$ cat src/rtl/pdm_pkg.sv
package pdm_pkg;
  typedef enum logic [2:0] {
    ST_POR    = 3'd0,
    ST_RUN    = 3'd1,
    ST_SLEEP  = 3'd2,
    ST_SSTBY  = 3'd3,
    ST_SETTLE = 3'd4,
    ST_HSTBY  = 3'd5
  } pdm_state_e;

  typedef enum logic [1:0] {
    WC_RESET = 2'd0,
    WC_IRQ   = 2'd1,
    WC_AERR  = 2'd2,
    WC_NMI   = 2'd3
  } wake_cause_e;
endpackage

$ cat src/rtl/pdm_sby_sync.sv
// Delays a standby-select write by DLY edges before it becomes effective.
module pdm_sby_sync #(
  parameter int DLY = 3
) (
  input  logic clk,
  input  logic rst,
  input  logic wr,
  input  logic wdata,
  output logic eff
);
  logic [DLY-1:0] vld_q;
  logic [DLY-1:0] dat_q;

  always_ff @(posedge clk) begin
    if (rst) begin
      vld_q[0] <= 1'b0;
      dat_q[0] <= 1'b0;
    end else begin
      vld_q[0] <= wr;
      dat_q[0] <= wdata;
    end
  end

  for (genvar i = 1; i < DLY; i++) begin : g_stage
    always_ff @(posedge clk) begin
      if (rst) begin
        vld_q[i] <= 1'b0;
        dat_q[i] <= 1'b0;
      end else begin
        vld_q[i] <= vld_q[i-1];
        dat_q[i] <= dat_q[i-1];
      end
    end
  end

  always_ff @(posedge clk) begin
    if (rst) eff <= 1'b0;
    else if (vld_q[DLY-1]) eff <= dat_q[DLY-1];
  end

  // a write never changes the effective bit at the next edge
  a_r9_no_early_effect: assert property (@(posedge clk) disable iff (rst)
    wr |=> eff == $past(eff));
endmodule

$ cat src/rtl/pdm_wake_eval.sv
// Classifies wake events that may end sleep.
module pdm_wake_eval #(
  parameter int PRIO_W = 4
) (
  input  logic              irq_valid,
  input  logic              irq_en,
  input  logic [PRIO_W-1:0] irq_prio,
  input  logic [PRIO_W-1:0] mask_lvl,
  input  logic              dma_aerr,
  output logic              irq_wake,
  output logic              aerr_wake
);
  always_comb begin
    irq_wake  = irq_valid && irq_en && (irq_prio > mask_lvl);
    aerr_wake = dma_aerr;
  end
endmodule

$ cat src/rtl/pdm_osc_timer.sv
// Oscillator settle counter: loads on start, expires OSC_CNT edges later.
module pdm_osc_timer #(
  parameter int OSC_CNT = 8
) (
  input  logic clk,
  input  logic rst,
  input  logic start,
  output logic expired
);
  localparam int CW = $clog2(OSC_CNT + 1);
  localparam logic [CW-1:0] LOAD = CW'(OSC_CNT - 1);

  logic [CW-1:0] cnt_q;

  always_ff @(posedge clk) begin
    if (rst)               cnt_q <= '0;
    else if (start)        cnt_q <= LOAD;
    else if (cnt_q != '0)  cnt_q <= cnt_q - 1'b1;
  end

  always_comb expired = (cnt_q == '0);

  // counter only moves downward while running
  a_r10_count_down: assert property (@(posedge clk) disable iff (rst)
    (!start && $past(cnt_q) != '0 && !$past(rst)) |-> cnt_q == $past(cnt_q) - 1'b1);
endmodule

$ cat src/rtl/pdm_ctrl.sv
module pdm_ctrl
  import pdm_pkg::*;
#(
  parameter int PRIO_W  = 4,
  parameter int SBY_DLY = 3,
  parameter int OSC_CNT = 8
) (
  input  logic              clk,
  input  logic              rst,
  input  logic              por_n,
  input  logic              hstby_n,
  input  logic              sleep_req,
  input  logic              sby_wr,
  input  logic              sby_wdata,
  input  logic              irq_valid,
  input  logic              irq_en,
  input  logic [PRIO_W-1:0] irq_prio,
  input  logic [PRIO_W-1:0] mask_lvl,
  input  logic              dma_aerr,
  input  logic              nmi_wake,
  input  logic              breq_n,
  output logic              cpu_clk_en,
  output logic              per_clk_en,
  output logic              ckout_en,
  output logic              per_prst,
  output logic              bus_hiz,
  output logic              back_n,
  output logic [1:0]        wake_cause
);
  pdm_state_e  st_q, st_d;
  wake_cause_e cause_d;
  logic        sby_eff, irq_wake, aerr_wake, osc_done, osc_start, prst_d;

  pdm_sby_sync #(.DLY(SBY_DLY)) u_sby (
    .clk(clk), .rst(rst), .wr(sby_wr), .wdata(sby_wdata), .eff(sby_eff)
  );

  pdm_wake_eval #(.PRIO_W(PRIO_W)) u_wake (
    .irq_valid(irq_valid), .irq_en(irq_en), .irq_prio(irq_prio),
    .mask_lvl(mask_lvl), .dma_aerr(dma_aerr),
    .irq_wake(irq_wake), .aerr_wake(aerr_wake)
  );

  pdm_osc_timer #(.OSC_CNT(OSC_CNT)) u_osc (
    .clk(clk), .rst(rst), .start(osc_start), .expired(osc_done)
  );

  always_comb begin
    st_d    = st_q;
    cause_d = wake_cause_e'(wake_cause);
    prst_d  = 1'b0;
    if (!por_n) begin
      st_d    = ST_POR;
      cause_d = WC_RESET;
    end else if (!hstby_n && st_q != ST_POR) begin
      st_d = ST_HSTBY;
    end else begin
      case (st_q)
        ST_POR:   st_d = ST_RUN;
        ST_RUN: begin
          if (sleep_req) begin
            if (sby_eff) begin
              st_d   = ST_SSTBY;
              prst_d = 1'b1;
            end else begin
              st_d = ST_SLEEP;
            end
          end
        end
        ST_SLEEP: begin
          if (aerr_wake) begin
            st_d    = ST_RUN;
            cause_d = WC_AERR;
          end else if (irq_wake) begin
            st_d    = ST_RUN;
            cause_d = WC_IRQ;
          end
        end
        ST_SSTBY:  if (nmi_wake) st_d = ST_SETTLE;
        ST_SETTLE: begin
          if (osc_done) begin
            st_d    = ST_RUN;
            cause_d = WC_NMI;
          end
        end
        ST_HSTBY:  st_d = ST_HSTBY;
        default:   st_d = ST_POR;
      endcase
    end
  end

  always_comb osc_start = (st_q == ST_SSTBY) && (st_d == ST_SETTLE);

  always_ff @(posedge clk) begin
    if (rst) begin
      st_q       <= ST_POR;
      wake_cause <= WC_RESET;
      per_prst   <= 1'b0;
      cpu_clk_en <= 1'b0;
      per_clk_en <= 1'b0;
      ckout_en   <= 1'b0;
      bus_hiz    <= 1'b1;
      back_n     <= 1'b1;
    end else begin
      st_q       <= st_d;
      wake_cause <= cause_d;
      per_prst   <= prst_d;
      case (st_d)
        ST_RUN: begin
          cpu_clk_en <= 1'b1;
          per_clk_en <= 1'b1;
          ckout_en   <= 1'b1;
          bus_hiz    <= !breq_n;
          back_n     <= breq_n;
        end
        ST_SLEEP: begin
          cpu_clk_en <= 1'b0;
          per_clk_en <= 1'b1;
          ckout_en   <= 1'b1;
          bus_hiz    <= !breq_n;
          back_n     <= breq_n;
        end
        default: begin
          cpu_clk_en <= 1'b0;
          per_clk_en <= 1'b0;
          ckout_en   <= 1'b0;
          bus_hiz    <= 1'b1;
          back_n     <= 1'b1;
        end
      endcase
    end
  end

  // reset input always lands in the reset state
  a_r1_por_entry: assert property (@(posedge clk) disable iff (rst)
    !por_n |=> (st_q == ST_POR && wake_cause == 2'd0));
  // a request at or below the mask never wakes sleep
  a_r3_mask_holds: assert property (@(posedge clk) disable iff (rst)
    (st_q == ST_SLEEP && por_n && hstby_n && !dma_aerr && irq_prio <= mask_lvl)
      |=> !cpu_clk_en);
  // hardware standby is left only through reset
  a_r5_hstby_sticky: assert property (@(posedge clk) disable iff (rst)
    (st_q == ST_HSTBY && por_n) |=> (st_q == ST_HSTBY && !per_clk_en));
  // every clock is off in software standby
  a_r6_clocks_off: assert property (@(posedge clk) disable iff (rst)
    (st_q == ST_SSTBY || st_q == ST_SETTLE) |-> (!cpu_clk_en && !per_clk_en && !ckout_en));
  // partial reset is a single-cycle pulse at standby entry
  a_r7_prst_pulse: assert property (@(posedge clk) disable iff (rst)
    per_prst |-> (st_q == ST_SSTBY && $past(st_q) == ST_RUN));
  a_r7_prst_single: assert property (@(posedge clk) disable iff (rst)
    per_prst |=> !per_prst);
  // bus parked and acknowledge inactive in standby
  a_r8_bus_parked: assert property (@(posedge clk) disable iff (rst)
    (st_q == ST_SSTBY) |-> (bus_hiz && back_n));
endmodule

$ cat config.mk
export PLATFORM = sky130hd
export DESIGN_NAME = pdm_ctrl
export DESIGN_NICKNAME = d
export VERILOG_FILES = /design/src/rtl/pdm_pkg.sv /design/src/rtl/pdm_sby_sync.sv /design/src/rtl/pdm_wake_eval.sv /design/src/rtl/pdm_osc_timer.sv /design/src/rtl/pdm_ctrl.sv
export SDC_FILE = /design/constraint.sdc
export NUM_CORES = 1
export LEC_CHECK = 0
export ABC_AREA = 1
export BUFFER_PORTS_ARGS = -buffer_cell sky130_fd_sc_hd__buf_2
export CAP_MARGIN = 20
export CORE_MARGIN = 2
export CORE_UTILIZATION = 51
export DETAILED_ROUTE_END_ITERATION = 6
export GPL_ROUTABILITY_DRIVEN = 0
export GPL_TIMING_DRIVEN = 0
export PLACE_DENSITY = 0.9
export SETUP_SLACK_MARGIN = 0.15
export SYNTH_ARGS = -nofsm -noshare
export SYNTH_HDL_FRONTEND = slang
export SYNTH_SLANG_ARGS = --single-unit
$ cat constraint.sdc
create_clock -name clk -period 2.1 [get_ports clk]
set_clock_uncertainty 0.05 [all_clocks]
set_input_delay 0.525 -clock clk [delete_from_list [all_inputs] [get_ports clk]]
set_output_delay 0.525 -clock clk [all_outputs]
set_load 0.02 [all_outputs]
# Word-level counts from Yosys, hierarchy flattened
# Cells that the tools add are included.
# totals
output_inout_bits	8
inputBits	20
ff_bits	21
# classes
n_mux	18
n_reduce_logical	18
eq_ne	10
add_sub_neg	1
bitwise_logic	5
n_lt_le_gt_ge	1
# ops
operator	n
$mux W3	9
$pmux W3 S6	1
$eq A3 B2 Y1 const B	3
$eq A3 B3 Y1 const B	3
$reduce_or A2 Y1	4
$eq A3 B1 Y1 const B	2
$mux W2	3
$not A1 Y1	5
$reduce_or A5 Y1	1
$gt A4 B4 Y1	1
$logic_and A1 B1 Y1	4
$logic_not A4 Y1	1
$mux W1	4
$pmux W2 S2	1
$reduce_and A4 Y1	1
$reduce_bool A2 Y1	2
$reduce_bool A4 Y1	1
$sub A4 B1 Y4 const B	1
$logic_not A3 Y1	1
$ne A3 B3 Y1 const B	1
$reduce_bool A3 Y1	1
$logic_not A1 Y1	2
$ne A2 B2 Y1 const B	1

# Depth between registers and ports, before layout
# Gate-level depths: netlist of the first run.
# logic_depth
depth_word	11
ltp_mapped	16
depth_no_buf	16

# By module
# Synthesis of the first run repeated with hierarchy kept, for this count alone.
# hier_totals
cells_unflattened	159
area_unflattened_um2	1119.8
# by_module_without_submodules
module	n_inst	area_per_inst_um2	seq_area_each_um2	cells_per_inst
pdm_ctrl	1	569.3	200.2	81
pdm_osc_timer	1	216.5	80.1	32
pdm_sby_sync	1	207.7	140.1	25
pdm_wake_eval	1	126.4	0.0	21

# Worst setup path before layout of the first run
# No wires, ideal clock.
# synth_timing
path_kind	input -> register
start	input mask_lvl[3]
end	register back_n
setup_ns	0.113
path_slack_ns	0.399
stages	14
arrival_time_ns	1.538
path_cell_list	inv_1 ha_1 nand2_1 inv_1 nand2_1 nand2_1 nand2_1 nand3_1 nand2_1 nand2_1 nor2_2 nand2_1 nand2_2 nand2_1
# synth_via
elab_chain_len	11
word_cells_on_any_way	12
classes_between	order compare (1); eq/ne (2); mux (5); bitwise (1); reduce/logical (3)
# synth_rtl
item	line_no	text
from (decl)	pdm_ctrl.sv:18	input logic [PRIO_W-1:0] mask_lvl,
$gt A4 B4 Y1 *	pdm_wake_eval.sv:14	irq_wake = irq_valid && irq_en && (irq_prio > mask_lvl);
$logic_and A1 B1 Y1 *	pdm_wake_eval.sv:14	
$mux W3 *	pdm_ctrl.sv:74	end else if (irq_wake) begin
$mux W3 *	pdm_ctrl.sv:71	if (aerr_wake) begin
$pmux W3 S6 *	pdm_ctrl.sv:58	case (st_q)
$mux W3 *	pdm_ctrl.sv:55	end else if (!hstby_n && st_q != ST_POR) begin
$mux W3 *	pdm_ctrl.sv:52	if (!por_n) begin
$eq A3 B2 Y1 or $eq A3 B1 Y1 (tied branches)	pdm_ctrl.sv:108	case (st_d)
$reduce_or A2 Y1 (no line) *	--	
$not A1 Y1 (no line) *	--	
$reduce_or A2 Y1 (no line) *	--	
to (signal assigned)	pdm_ctrl.sv:114	back_n <= breq_n;
to (signal assigned)	pdm_ctrl.sv:121	back_n <= breq_n;
to (decl)	pdm_ctrl.sv:27	output logic back_n,
# Every way passes the cells marked *; elsewhere a longest branch is shown, timed or not.
# A chain may end at the register's enable or synchronous reset.

# Final worst setup path of the first run
# layout_timing
start	input mask_lvl[3]
end	register bus_hiz
# layout_via
elab_chain_len	11
word_cells_on_any_way	12
classes_between	order compare (1); eq/ne (2); mux (5); bitwise (1); reduce/logical (3)
# layout_rtl
item	line_no	text
$gt A4 B4 Y1 *	pdm_wake_eval.sv:14	
$logic_and A1 B1 Y1 *	pdm_wake_eval.sv:14	
$mux W3 *	pdm_ctrl.sv:74	
$mux W3 *	pdm_ctrl.sv:71	
$pmux W3 S6 *	pdm_ctrl.sv:58	
$mux W3 *	pdm_ctrl.sv:55	
$mux W3 *	pdm_ctrl.sv:52	
$eq A3 B2 Y1 or $eq A3 B1 Y1 (tied branches)	pdm_ctrl.sv:108	
$reduce_or A2 Y1 (no line) *	--	
$not A1 Y1 (no line) *	--	
$reduce_or A2 Y1 (no line) *	--	
to (signal assigned)	pdm_ctrl.sv:113	bus_hiz <= !breq_n;
to (signal assigned)	pdm_ctrl.sv:120	bus_hiz <= !breq_n;
to (decl)	pdm_ctrl.sv:26	output logic bus_hiz,
# Marked as above.

==> results.tsv, run 1 <==
metric	value	unit
fillers	186	
dpl-instance-area	1222	um2
cp_top_family	simple AND/OR/NAND/NOR gates	
synthCells	148	
multi_input_area	486.7	um2
critical_path_class	input port to flip-flop	
portBuffers	27	
ir_drop	0.0005983	V
grt_remaining_overflow	0	
cap_violations	0	
regArea	420.4	um2
dieWidth	49.45	um
htreeDepth	1	
power.leakage	0.6968	nW
fin_tns_setup	0	ns
finalCritPeriodShare	0.7790	
slowest_stage	ha_1	
routed_wl	2001	um
fin_area	1250	um2
setup_violations	0	
ant_nets	0	
vias_per_cell	4.922	
cp_common_cell	nand2_1	
hold_class	input port to flip-flop	
avgSynthCellArea	7.118	um2
async_reset_ff_frac	0	
worstSetupStartpointType	input port	
drt_iter0_drc	29	
worst-path-stages	15	
hold_depth	2	
synth_top_area_cell	dfxtp_1	
cts_buffer_depth	2	
fin_cells	206	
dieArea	2445	um2
antenna_found_initial	0	
holdBufCountCts	0	
crit_buf_inv	3	
fin_crit	1.636	ns
grt_max_degree	13	
synth.most_common_cell	inv_1	
rsz0062_at_grt	false	
die_height	49.45	um
tightestPinTransition	0.3993	ns
netlist_area	1054	um2
synth_commonest_cells	inv_1 (32), nand2_1 (24), dfxtp_1 (21)	
dp_cells	202	
num_rows	16	
ys_seq_elements	21	
ys_seq_area_frac	0.3990	
cts_buffers	3	
cts_tree	yes	
reg2reg_depth	12	
hold_viol	0	
cts.sinks	21	
yosys_most_used_dff	dfxtp_1	
powerDensity	749.0	nW/um2
syn_to_final_growth	18.65	%
cp-end-kind	flip-flop	
wire_per_inst	9.714	um
initial_core_util	0.5370	
synth_area_leaders	dfxtp_1 (40%), inv_1 (11%), nand2_1 (8.6%)	
fin_nets	205	
diodes	0	
syn_nets	173	
fmax	611.3	MHz
cts_setup_buffers	0	
drt_pre_antenna_iters	4	
maxSlewViolCount	0	
status	complete, no violations	
hold-worst-slack	0.3367	ns
core	1962	um2
root_buffer	clkbuf_4	
slowest_delay	0.29	ns
hpwl	1676	um
cp_cell_sequence	buf_2 > inv_1 > ha_1 > nand2_1 > inv_1 > nand2_1 > nand2_1 > nand2_1 > nand3_1 > nand2_1 > nand2_1 > nor2_2 > nand2_1 > nand2_2 > nand2_1	
synth_top_area_frac	0.3990	
io_pins	28	
track_usage	0.1834	
cts-resized-gates	0	
grt_pass1_vias	972	
drc	0	
grt_pass1_wl	3532	um
drive_above_1_share	0.2737	
num_vias	1014	
synth_warnings	0	
yosysUniqueCellTypes	22	
arrival	1.80	ns
clk-insertion-delay-late	0.30	ns
timing.slew.headroom	0.7338	
crit_required	2.26	ns
cp_max_fo	3	
synth_edf_count	0	
path_clk_slew	0.11	ns
-- layout by cell type (no fill, tap or decap), types with 5 or more instances in the layout --
master	count
inv_1	32
buf_2	27
nand2_1	24
dfxtp_1	21
nor2_1	15
a21oi_1	10
nand3_1	9
o21ai_0	6
nand2_2	5
ha_1	5
-- cells by family after synthesis --
family / Yosys count / share of synthesized area
and+or+nand+nor: 64 / 0.2981
AOI/OAI and AO/OA: 19 / 0.09620
adders and majority gates: 5 / 0.05938
buffers and inverters: 38 / 0.1390
DFF: 21 / 0.3990
xor gates and xnor gates: 1 / 0.008315
-- routing by layer --
metal  up-vias  part of all wire  GRT usage
li1        524                 -          -
met1       448              0.39     0.1954
met2        40              0.54     0.3378
met3         2             0.066    0.03333
met4         0            0.0050     0.1019
met5         -                 0          0
-- final timing paths --
check,slack (ns),start,end
worst min-delay path,0.34,breq_n,bus_hiz
worst max register to register,0.51,u_osc.cnt_q[0],bus_hiz
worst max-delay path,0.46,mask_lvl[3],bus_hiz
worst min register to register,0.36,u_sby.dat_q[1],u_sby.dat_q[2]
-- metrics by stage --
stage / setup slack, ns / power, W / utilization
floorplan: 0.3994 / 0.0006856 / -
global placement: 0.2068 / 0.0007355 / 0.6231
detailed placement: 0.1448 / 0.0007559 / 0.6231
CTS: 0.4692 / 0.0009444 / 0.6371
global route: 0.2477 / 0.001009 / 0.6371
finish: 0.4641 / 0.0009362 / 0.6371
-- where the power goes --
group          switching [W]  internal [W]
combinational       0.000178      0.000114
clock               0.000119     0.0000710
sequential         0.0000147      0.000439
total               0.000312      0.000625
-- layout make-up --
| class | count | area share |
|---|---|---|
| plain buffers | 2 | 0.009009 |
| flip-flops and latches | 21 | 0.3363 |
| clock inverters | 1 | 0.004004 |
| clock buffers | 3 | 0.01802 |
| inverters | 36 | 0.1081 |
| repair buffers | 27 | 0.1081 |
| well taps | 27 | 0.02703 |
| multi-input cells | 89 | 0.3894 |
-- sequential cells by signal, summed over array words and instances, names as in the netlist --
signal / cells
st_q: 3
per_prst: 1
ckout_en: 1
bus_hiz: 1
cpu_clk_en: 1
u_sby.eff: 1
u_sby.vld_q: 3
u_osc.cnt_q: 4
u_sby.dat_q: 3
wake_cause: 2
back_n: 1
No activity file was read; power rests on OpenSTA's default activity.
==> run 2: changes to the inputs <==
Clock period 2.1 ns to 1.7 ns, I/O delays scaled along.
==> results.tsv, run 2 (synthesis gave the netlist of run 1 again) <==
metric	value	unit	change
cts.sinks	21		unchanged
power.leakage	0.7503	nW	+7.7%
cp_cell_sequence	buf_6 > inv_6 > ha_4 > nand2_2 > nor2_1 > nor2_1 > nand2_1 > nand2_1 > nand2_1 > nand3_2 > nand2_2 > nand2_2 > a21oi_2		
fin_cells	213		+3.4%
total_power	0.001441	W	+54%
grt_remaining_overflow	0		unchanged
path_clk_slew	0.12	ns	about the same
cts_buffer_depth	2		unchanged
core	1962	um2	unchanged
cp-end-kind	flip-flop		
dieArea	2445	um2	unchanged
num_rows	16		unchanged
fin_crit	1.528	ns	
hold_viol	0		unchanged
arrival	1.70	ns	-0.10 ns
ant_nets	0		unchanged
slowest_delay	0.26	ns	-0.03 ns
cts_buffers	3		unchanged
cp_max_fo	3		unchanged
critical_path_class	input port to flip-flop		
largest_reg_flops	4		unchanged
holdBufCountCts	0		unchanged
drc	0		unchanged
drt_pre_antenna_iters	4		unchanged
rsz0062_at_grt	true		
fin_nets	212		+3.4%
maxSlewViolCount	0		unchanged
tightestPinTransition	0.4588	ns	+0.05944 ns
io_pins	28		unchanged
diodes	0		unchanged
clk-insertion-delay-late	0.30	ns	about the same
grt_pass1_wl	3588	um	+1.6%
routed_wl	2603	um	+30%
final_common_cell	inv_1		
dieWidth	49.45	um	unchanged
setup_violations	0		unchanged
track_usage	0.1847		+0.001287
num_vias	1074		+5.9%
root_buffer	clkbuf_4		
slowest_stage	ha_4		
cap_violations	0		unchanged
status	complete, no violations		
dp_cells	202		unchanged
ir_drop	0.001017	V	+70%
max_flop_register	u_osc.cnt_q		
final_cell_mix	inv_1 (25), buf_2 (22), nand2_1 (19)		
hold_class	input port to flip-flop		
syn_to_final_growth	40.62	%	
htreeDepth	1		unchanged
cts_tree	yes		
grt_max_degree	12		-1
grt_pass1_vias	977		+0.51%
drt_iter0_drc	21		-28%
antenna_found_initial	0		unchanged
initial_core_util	0.5370		unchanged
wire_per_inst	12.22	um	+26%
powerDensity	972.6	nW/um2	+30%
worstSetupStartpointType	input port		
timing.slew.headroom	0.6942		-0.03963
drive_above_1_share	0.4462		+0.1725
die_height	49.45	um	unchanged
crit_required	1.87	ns	-0.39 ns
fmax	654.3	MHz	
portBuffers	27		unchanged
finalCritPeriodShare	0.8991		
vias_per_cell	5.042		+2.4%
hpwl	1708	um	+1.9%
run 2: changes by cell type in the layout (fill, tap and decap cells not counted), sizes merged:
cell,previous run,this run
buf,28,35
clkbuf,4,5
clkinv,1,0
run 2: report_power, final:
part | internal [W] | switching [W]
clock | 0.0000915 | 0.000142
combinational | 0.000303 | 0.000328
sequential | 0.000548 | 0.0000276
total | 0.000943 | 0.000498
run 2: critical path, delay by kind of cell:
family	cells	cell delay, ns
compound gates	1	0.12
buf+inv	2	0.11
simple gates	9	0.78
fa+ha+maj	1	0.26
run 2: cell type report:
type	instances	area, um2
fill	138	480.5
tap	27	33.78
buffer	2	11.26
clock buffer	4	26.28
multi-input combinational	89	598.1
timing repair buffer	34	215.2
sequential	21	426.7
inverter	36	170.2
run 2: path summary, 6_finish.rpt:
check / startpoint / end / slack [ns] / cells after the start
setup reg to reg: st_q[1] / wake_cause[0] / 0.17 / 9
setup / recovery: mask_lvl[3] / u_osc.cnt_q[1] / 0.17 / 13
hold reg to reg: u_sby.dat_q[0] / u_sby.dat_q[1] / 0.36 / 2
hold / removal: breq_n / bus_hiz / 0.22 / 2
run 2: metrics by stage:
stage | hold slack, ns | worst slack, ns | TNS, ns | utilization | area [um2]
final | 0.2245 | 0.1716 | 0 | 0.7551 | 1481
after global placement | 0.3408 | -0.1433 | -0.3859 | 0.6658 | 1306
after CTS | 0.2289 | 0.1542 | 0 | 0.6894 | 1353
after global routing | 0.2430 | -0.002357 | -0.002357 | 0.7551 | 1481
after detailed placement | 0.3498 | -0.1741 | -0.7566 | 0.6658 | 1306
after floorplan | 0.3383 | 0.1308 | 0 | - | 1137
run 2: timing repair:
action | CTS | global route
gates resized for setup | 3 | 30
endpoints found under the setup margin | 7 | 9
buffers inserted | 0 | 7
pin swaps | 1 | 18
run 2: layer usage:
metal	global-route usage	up-vias	share of wire
met4	0.06019	0	0.032
li1	-	531	-
met3	0.05152	10	0.047
met1	0.1897	498	0.36
met2	0.3559	35	0.56
met5	0	-	0
==> run 3: changes to the inputs <==
Settings changed: REMOVE_ABC_BUFFERS from default to 1.
==> results.tsv, run 3 (synthesis gave the netlist of run 1 again) <==
metric	value	unit	change
fin_nets	207		-2.4%
cts_tree	yes		
clockPowerShare	0.180		+0.018
dieArea	2445	um2	unchanged
setup_violations	0		unchanged
core	1962	um2	unchanged
final_cell_mix	inv_1 (28), buf_2 (27), nand2_1 (17)		
htreeDepth	1		unchanged
grt_max_degree	13		+1
grt_pass1_vias	902		-7.7%
critical_path_class	input port to flip-flop		
crit_required	1.86	ns	about the same
vias_per_cell	5.038		about the same
root_buffer	clkbuf_4		
cp-end-kind	flip-flop		
arrival	1.72	ns	+0.02 ns
fin_tns_setup	0	ns	unchanged
io_pins	28		unchanged
wire_per_inst	11.02	um	-9.8%
r2r_slack	0.20	ns	+0.03 ns
reg2reg_depth	11		+2
die_height	49.45	um	unchanged
hold-worst-slack	0.2262	ns	+0.001729 ns
post-place-ws	-0.1562	ns	+0.01786 ns
grt_remaining_overflow	0		unchanged
cts_buffer_depth	2		unchanged
ir_drop	0.0006004	V	-41%
portBuffers	27		unchanged
hold_class	input port to flip-flop		
path_clk_slew	0.10	ns	-0.02 ns
hold_viol	0		unchanged
routed_wl	2292	um	-12%
power_switching_share	0.3488		+0.003218
finalCritPeriodShare	0.9133		+0.01423
final_common_cell	inv_1		
cp_common_cell	nand2_2		
cp_max_fo	3		unchanged
num_vias	1048		-2.4%
fillers	159		+15%
grt_pass1_wl	3367	um	-6.2%
cts_buffers	3		unchanged
max_flop_register	u_osc.cnt_q		
timing.slew.headroom	0.7618		+0.06762
antenna_found_initial	0		unchanged
cap_violations	0		unchanged
drc	0		unchanged
reg2reg_from	u_osc.cnt_q[1]		
holdBufCountCts	0		unchanged
hold_end	bus_hiz		
rr_endpoint	u_osc.cnt_q[1]		
p_seq_frac	0.430		+0.031
num_rows	16		unchanged
power.switching	0.0004640	W	-6.8%
hpwl	1594	um	-6.7%
dieWidth	49.45	um	unchanged
slowest_stage	ha_1		
fmax	644.1	MHz	-1.6%
regArea	426.7	um2	unchanged
slowest_delay	0.27	ns	about the same
drive_above_1_share	0.4199		-0.02635
power.leakage	0.7131	nW	-5.0%
multi_input_area	583.1	um2	-2.5%
crit_buf_inv	2		unchanged
comb_power_share	0.390		-0.048
worstSetupStartpointType	input port		
cts.sinks	21		unchanged
track_usage	0.1785		-0.006136
cp_top_family	simple AND/OR/NAND/NOR gates		
tightestPinTransition	0.3560	ns	-0.1027 ns
cp_cell_sequence	buf_2 > inv_1 > ha_1 > nand2_1 > nor2_1 > nor2_1 > nand2_2 > nand3_2 > nand2_2 > a21oi_1 > nand2_2 > nand2_2 > nand2_1		
diodes	0		unchanged
powerDensity	971.0	nW/um2	-0.16%
maxSlewViolCount	0		unchanged
hold_depth	2		unchanged
utilization	0.6983		-0.05676
hold_start	breq_n		
drt_pre_antenna_iters	4		unchanged
status	complete, no violations		
setup_ws	0.1474	ns	-0.02418 ns
total_power	0.001330	W	-7.7%
initial_core_util	0.5370		unchanged
clk-insertion-delay-late	0.31	ns	about the same
ant_nets	0		unchanged
drt_iter0_drc	23		+9.5%
rsz0062_at_grt	true		
largest_reg_flops	4		unchanged
fin_crit	1.553	ns	+0.02418 ns
cellInternalPower	0.0008663	W	-8.1%
syn_to_final_growth	30.05	%	
## run 3: power by group through the flow
stage / Combinational, W / Sequential (W) / Clock (W)
after global routing: 0.000574 / 0.000577 / 0.000268
after floorplan: 0.000259 / 0.000582 / 0
after detailed placement: 0.000358 / 0.000573 / 0
final: 0.000519 / 0.000571 / 0.000240
after CTS: 0.000388 / 0.000561 / 0.000247
after global placement: 0.000334 / 0.000571 / 0
## run 3: final cells by class
cell class,instances,area share
well taps,27,0.02466
clock buffers,4,0.01918
inverters,36,0.09863
repair buffers,31,0.1205
flip-flops and latches,21,0.3114
multi-input cells,89,0.4256
## run 3: how the worst max path moves through the flow
| stage | slack [ns] | start | depth (start not counted) | endpoint |
|---|---|---|---|---|
| final | 0.15 | irq_prio[0] | 13 | back_n |
| after global routing | 0.07 | irq_prio[0] | 13 | back_n |
| after CTS | 0.17 | mask_lvl[3] | 14 | back_n |
| after detailed placement | -0.16 | mask_lvl[3] | 14 | back_n |
| after global placement | -0.09 | irq_prio[3] | 14 | back_n |
| after floorplan | 0.1 | mask_lvl[3] | 14 | back_n |
## run 3: per-stage QoR
stage	std cells	cell area, um2
after detailed placement	200	1211
after global routing	208	1370
after CTS	205	1247
after floorplan	146	1042
after global placement	200	1211
final	208	1370
## run 3: what timing repair did
| item | CTS | global route |
|---|---|---|
| buffers inserted | 1 | 3 |
| pin swaps | 1 | 16 |
| resized for setup | 1 | 26 |
| setup endpoints to repair | 6 | 10 |
| hold endpoints to repair | 0 | 0 |
| cloned | 0 | 0 |
## run 3: per-layer routing
| layer | wire [um] | part of all wire | GRT usage |
|---|---|---|---|
| met1 | 919 | 0.40 | 0.1848 |
| met4 | 72 | 0.031 | 0.09722 |
| met3 | 133 | 0.058 | 0.03636 |
| met5 | 0 | 0 | 0 |
| met2 | 1166 | 0.51 | 0.3333 |
